**config.mk**
```make
export PLATFORM = sky130hd
export DESIGN_NAME = flagsem_top
export DESIGN_NICKNAME = d
export VERILOG_FILES = /design/src/rtl/flagsem_pkg.sv /design/src/rtl/flagsem_ctrl.sv /design/src/rtl/flagsem_data.sv /design/src/rtl/flagsem_top.sv
export SDC_FILE = /design/constraint.sdc
export NUM_CORES = 1
export LEC_CHECK = 0
export CORE_AREA = 2 2 39 41
export DETAILED_ROUTE_END_ITERATION = 10
export DIE_AREA = 0 0 41 43
export DONT_BUFFER_PORTS = 1
export GPL_TIMING_DRIVEN = 0
export SLEW_MARGIN = 40
export SYNTH_ARGS = -nofsm -noshare
export SYNTH_HDL_FRONTEND = slang
export SYNTH_SLANG_ARGS = --single-unit
```
**constraint.sdc**
```tcl
create_clock -name clk -period 0.8 [get_ports clk]
set_clock_uncertainty 0.05 [all_clocks]
set_input_delay 0.08 -clock clk [delete_from_list [all_inputs] [get_ports clk]]
set_output_delay 0.08 -clock clk [all_outputs]
set_load 0.02 [all_outputs]
```
**src/rtl/flagsem_pkg.sv**
```systemverilog
package flagsem_pkg;
  localparam int FLAG_COUNT = 4;
  localparam int LANE_W     = 8;
  localparam int WORD_W     = FLAG_COUNT * LANE_W;

  typedef struct packed {
    logic                  rdHit;
    logic                  wrHit;
    logic [FLAG_COUNT-1:0] clrMask;  // already gated by wrHit and lane enable
  } semStrobe_t;

  function automatic logic [WORD_W-1:0] flagBits();
    logic [WORD_W-1:0] m;
    m = '0;
    for (int k = 0; k < FLAG_COUNT; k++) m[k*LANE_W] = 1'b1;
    return m;
  endfunction
endpackage

```
**src/rtl/flagsem_ctrl.sv**
```systemverilog
module flagsem_ctrl
  import flagsem_pkg::*;
#(
  parameter int ADDR_W   = 12,
  parameter logic [ADDR_W-1:0] REG_ADDR = 12'h0C0
) (
  input  logic                  clk,
  input  logic                  rstN,
  input  logic [ADDR_W-1:0]     busAddr,
  input  logic                  busRd,
  input  logic                  busWr,
  input  logic [WORD_W-1:0]     busWdata,
  input  logic [FLAG_COUNT-1:0] busBe,
  output semStrobe_t            strobe
);
  localparam logic [WORD_W-1:0] FLAG_BITS = flagBits();

  logic addrHit;
  assign addrHit = (busAddr == REG_ADDR);

  assign strobe.rdHit = busRd & addrHit;
  assign strobe.wrHit = busWr & addrHit;

  genvar k;
  generate
    for (k = 0; k < FLAG_COUNT; k++) begin : g_lane
      assign strobe.clrMask[k] = busWr & addrHit & busBe[k] & busWdata[k*LANE_W];
    end
  endgenerate

  // a write whose ones all sit in reserved bits requests no clear
  assert_reserved_ignored_R2: assert property (@(posedge clk) disable iff (!rstN)
    ((busWdata & FLAG_BITS) == '0) |-> (strobe.clrMask == '0));

  // no strobe leaves the decoder for a foreign address
  assert_foreign_quiet_R9: assert property (@(posedge clk) disable iff (!rstN)
    (busAddr != REG_ADDR) |-> (!strobe.rdHit && !strobe.wrHit && strobe.clrMask == '0));
endmodule

```
**src/rtl/flagsem_data.sv**
```systemverilog
module flagsem_data
  import flagsem_pkg::*;
(
  input  logic              clk,
  input  logic              rstN,
  input  semStrobe_t        strobe,
  output logic [WORD_W-1:0] busRdata
);
  localparam logic [WORD_W-1:0] FLAG_BITS = flagBits();

  logic [FLAG_COUNT-1:0] flagQ;
  logic [FLAG_COUNT-1:0] flagD;
  logic [WORD_W-1:0]     viewWord;
  logic [WORD_W-1:0]     rdataQ;

  always_comb begin
    viewWord = '0;
    for (int k = 0; k < FLAG_COUNT; k++) viewWord[k*LANE_W] = flagQ[k];
  end

  // set from the read first, then the clear wins
  always_comb begin
    flagD = (flagQ | {FLAG_COUNT{strobe.rdHit}}) & ~strobe.clrMask;
  end

  always_ff @(posedge clk or negedge rstN) begin
    if (!rstN) begin
      flagQ  <= '0;
      rdataQ <= '0;
    end else begin
      flagQ  <= flagD;
      rdataQ <= strobe.rdHit ? viewWord : '0;
    end
  end

  assign busRdata = rdataQ;

  assert_read_old_R3: assert property (@(posedge clk) disable iff (!rstN)
    strobe.rdHit |=> (busRdata == $past(viewWord)));

  assert_read_sets_R3: assert property (@(posedge clk) disable iff (!rstN)
    (strobe.rdHit && strobe.clrMask == '0) |=> (&flagQ));

  assert_idle_zero_R9: assert property (@(posedge clk) disable iff (!rstN)
    !strobe.rdHit |=> (busRdata == '0));

  assert_reserved_zero_R2: assert property (@(posedge clk) disable iff (!rstN)
    ((busRdata & ~FLAG_BITS) == '0));

  genvar k;
  generate
    for (k = 0; k < FLAG_COUNT; k++) begin : g_chk
      assert_clear_wins_R8: assert property (@(posedge clk) disable iff (!rstN)
        strobe.clrMask[k] |=> !flagQ[k]);
      assert_hold_R7: assert property (@(posedge clk) disable iff (!rstN)
        (!strobe.rdHit && !strobe.clrMask[k]) |=> $stable(flagQ[k]));
    end
  endgenerate
endmodule

```
**src/rtl/flagsem_top.sv**
```systemverilog
module flagsem_top
  import flagsem_pkg::*;
#(
  parameter int ADDR_W   = 12,
  parameter logic [ADDR_W-1:0] REG_ADDR = 12'h0C0
) (
  input  logic              clk,
  input  logic              rstN,
  input  logic [ADDR_W-1:0] busAddr,
  input  logic              busRd,
  input  logic              busWr,
  input  logic [31:0]       busWdata,
  input  logic [3:0]        busBe,
  output logic [31:0]       busRdata
);
  semStrobe_t strobe;

  flagsem_ctrl #(.ADDR_W(ADDR_W), .REG_ADDR(REG_ADDR)) u_ctrl (
    .clk      (clk),
    .rstN     (rstN),
    .busAddr  (busAddr),
    .busRd    (busRd),
    .busWr    (busWr),
    .busWdata (busWdata),
    .busBe    (busBe),
    .strobe   (strobe)
  );

  flagsem_data u_data (
    .clk      (clk),
    .rstN     (rstN),
    .strobe   (strobe),
    .busRdata (busRdata)
  );
endmodule

```
; ---- After elaboration in Yosys (flattened, before gate mapping)
; Index checks and enable logic that the tools add are counted.
[totals]
mem_count = 0
register_bits = 29
ram_bits = 0
romBits = 0
inputBits = 52
latch_bits = 0
[classes]
addsub = 0
shifts = 0
n_reduce_logical = 0
n_mux = 1
bitwise_logic = 13
eq_ne = 1
n_div = 0
mul = 0
magnitude_cmp = 0
[op_table]
columns = op, count
row1 = 25-bit two-way mux, 1
row2 = 12-bit by 8-bit equality test with 1-bit output (second input constant), 1
row3 = 1-bit bitwise AND, 10
row4 = 4-bit bitwise AND, 1
row5 = 4-bit inverter, 1
row6 = 4-bit OR, 1

; ---- Logic depth before layout (Yosys ltp)
[depth]
depth_word = 6
mapped_depth = 3
mapped_depth_nobuf = 3

; ---- Cells and area by module
; From an unflattened synthesis, not the netlist that was laid out.
[hier_totals]
cells_unflattened = 62
hier_area_um2 = 628.1
[by_module_without_submodules]
columns = mod, seq_area_each_um2, cells_per_inst, instances, area_per_inst_um2
row1 = flagsem_data, 200.2, 45, 1, 479.2
row2 = flagsem_ctrl, 0.0, 17, 1, 148.9

; ---- Worst setup path after synthesis
; No wires, ideal clock.
[synth_path]
path_type = in2reg
start = input busAddr[3]
end = register u_data.flagQ[0]
stages = 3
setup_ns = 0.127
n_path_buf = 0
t_arrival_ns = 0.779
setup_slack_ns = -0.156
t_required_ns = 0.623
cell_sequence = nor4_4 > and4_1 > a31oi_1
[synth_between]
elab_chain_len = 6
elab_cells_between_ends = 8
cone_classes = eq/ne (1) / bitwise (7)
[synth_rtl]
columns = element, line_no
row1 = from (decl), flagsem_top.sv:9  ; input logic [ADDR_W-1:0] busAddr,
row2 = 12-bit by 8-bit equality test with 1-bit output *, flagsem_ctrl.sv:19  ; assign addrHit = (busAddr == REG_ADDR);
row3 = 1-bit bitwise AND, --
row4 = 1-bit bitwise AND (2 in series), flagsem_ctrl.sv:27  ; assign strobe.clrMask[k] = busWr & addrHit & busBe[k] & busWdata[k*LANE_W];
row5 = 4-bit inverter, flagsem_data.sv:23  ; flagD = (flagQ | {FLAG_COUNT{strobe.rdHit}}) & ~strobe.clrMask;
row6 = 4-bit bitwise AND *, flagsem_data.sv:23
row7 = named net u_data.flagD[0], flagsem_data.sv:12  ; logic [FLAG_COUNT-1:0] flagD;
row8 = to (signal assigned), flagsem_data.sv:31  ; flagQ <= flagD;
row9 = to (decl), flagsem_data.sv:11  ; logic [FLAG_COUNT-1:0] flagQ;
; Mark *: on every way through the listed nets, which the timed path passes. The rest lies on a longest branch.

; ---- Worst setup path in the final report
[layout_path]
start = register u_data.rdataQ[24], in the netlist u_data.busRdata[24]
end = output busRdata[24]
[layout_lines]
columns = element, line_no
row1 = from (decl), flagsem_data.sv:14  ; logic [WORD_W-1:0] rdataQ;
row2 = from (signal assigned), flagsem_data.sv:32  ; rdataQ <= strobe.rdHit ? viewWord : '0;
row3 = to (decl), flagsem_top.sv:14  ; output logic [31:0] busRdata
; No word-level cell between the ends.

==> flow_summary.ini <==
[outcome]
status = complete, but fails checks
violations = setup timing

[setup_path]
path_max_fanout = 1
path_class = flip-flop to output pin
arrival_ns = 0.68
crit_required_ns = 0.67
start_kind = flip-flop
r2r_slack_ns = 0.02
cp-end-kind = output pin

[global_route]
antenna_found_initial = 0
grt_pass1_wl_um = 1590
grt_max_degree = 9
track_usage_pct = 14.1
grt_pass1_vias = 402
gr-total-overflow = 0

[timing]
whs_ns = 0.0731
max_freq_ghz = 1.23
setup_ws_ns = -0.0141
rsz0062_at_grt = yes
fin_crit_ns = 0.814
hold_violations = 0
finalSetupViolCount = 4
period_share_pct = 102
slew_violations = 0

[finish]
nets = 151
syn_to_final_growth_pct = 47.9
drive_gt1_share_pct = 44.3
final_common_cell = buf_4
diodes = 0
fin_cells = 113
fill_cells = 125
mostFrequentLayoutCells = buf_4 (29), conb_1 (28), dlygate4sd3_1 (9)

[clocking]
path_clk_slew_ns = 0.05
cts_tree = yes
cts_buffer_depth = 2
root_buffer = clkbuf_4
cts.sinks = 8
ctsHtreeMaxLevel = 1
cts_buffers = 3
clock_latency_ns = 0.25

[logic_synthesis]
avgSynthCellArea_um2 = 10.3
ys_seq_area_share_pct = 34.2
synthDistinctLibCells = 13
yosys_warnings = 0
ys_ff_latch = 8
synthCells = 57
synth.cell_area_um2 = 586

[place]
place_ws_ns = -0.261
routabilityCongestion = 0.759
place_inst = 100
place.port_buffers = 0

[power]
irDropWorstVdd_v = 0.000823
powerDensity_nw_per_um2 = 1160
leakagePower_uw = 0.000459

[routing]
drt-pass1-iter-count = 1
wl_per_cell_um = 10.5
viasPerCell = 4.03
routed_wl_um = 1190
route.vias.total = 455
drtIter0Drc = 0
ant_nets = 0
post-route-drc-count = 0

[min_path]
hp-class = input pin to flip-flop

[floorplan]
floorplan.rows = 14
dieArea_um2 = 1760
core_area_um2 = 1380
initial_core_util_pct = 42.3
die_y_um = 43
io_pins = 84
fp.dieW_um = 41

[flow_run]
drv_cap = 0
==> metal layers <==
| layer | wire length [um] | track usage, % | up-vias | share of wire [%] |
|---|---|---|---|---|
| li1 | - | - | 228 | - |
| met1 | 375 | 11.8 | 197 | 31 |
| met2 | 692 | 23.1 | 28 | 58 |
| met3 | 113 | 11.5 | 2 | 9.5 |
| met4 | 12 | 5.33 | 0 | 1.0 |
| met5 | 0 | 0 | - | 0 |
==> repair_timing <==
item | 4_1_cts | 5_1_grt
setup endpoints to repair | 4 | 8
pin swaps | 0 | 1
resized for setup | 0 | 10
setup buffers | 0 | 1
hold buffers | 9 | 0
cloned | 0 | 0
hold endpoints to repair | 12 | 0
==> worst register-to-register path, cell delays in order (launching register included) <==
cell,delay [ns]
dfrtp_1,0.39
a41oi_2,0.15
a31oi_1,0.07
==> cell type report <==
cell class / instances / area [um2] / share of cell area (%)
Multi-Input combinational cell: 47 / 307 / 35.4
Buffer: 28 / 210 / 24.3
Sequential cell: 8 / 205 / 23.7
Timing Repair Buffer: 10 / 97.6 / 11.3
Clock buffer: 3 / 22.5 / 2.60
Tap cell: 16 / 20.0 / 2.31
Inverter: 1 / 3.75 / 0.434
==> cell families (layout without fill, tap and decap cells) <==
logic type	count (synthesis)	after routing	synth area share (%)
compound gates	8	8	10.3
buf+inv	29	42	36.5
flops	8	8	34.2
other cells	1	28	0.640
simple gates	11	11	18.4
==> cell usage after synthesis <==
cell	n	area share, %
and2_1	4	4.3
nor4bb_1	1	1.7
a41oi_1	4	6.0
nor4b_2	1	2.6
nor4_1	1	1.1
conb_1	1	0.64
and4_1	2	3.0
buf_4	28	36
and4bb_2	1	2.1
inv_1	1	0.64
dfrtp_1	8	34
nor4_4	1	3.6
a31oi_1	4	4.3
==> per-stage QoR <==
| stage | power [uW] | utilization, % | TNS, ns | area [um2] |
|---|---|---|---|---|
| after floorplan | 651 | - | -0.937 | 687 |
| after global placement | 654 | 51.1 | -1.68 | 707 |
| final | 1000 | 62.6 | -0.0559 | 866 |
| after CTS | 1010 | 59.2 | -0.110 | 820 |
| after detailed placement | 654 | 51.1 | -1.80 | 707 |
| after global routing | 1070 | 62.6 | -0.309 | 866 |
==> report_power, final <==
group | internal, uW | switching (uW) | total, uW
Clock | 171 | 127 | 298
Combinational | 137 | 162 | 299
Sequential | 407 | 1.05 | 408
==> state kept, by name (all words and copies together) (netlist names) <==
signal	flops
u_data.busRdata	4
u_data.flagQ	4
==> worst paths after layout <==
kind / startpoint / endpoint / cells past startpoint
min: busAddr[11] / u_data.flagQ[2] / 3
max: u_data.busRdata[24] / busRdata[24] / 0
min reg2reg: u_data.flagQ[0] / u_data.busRdata[0] / 1
max reg2reg: u_data.flagQ[3] / u_data.flagQ[3] / 2
max in group asynchronous: rstN / u_data.busRdata[0] / 1
min in group asynchronous: rstN / u_data.flagQ[0] / 1
Power figures use the tool's default switching activity.
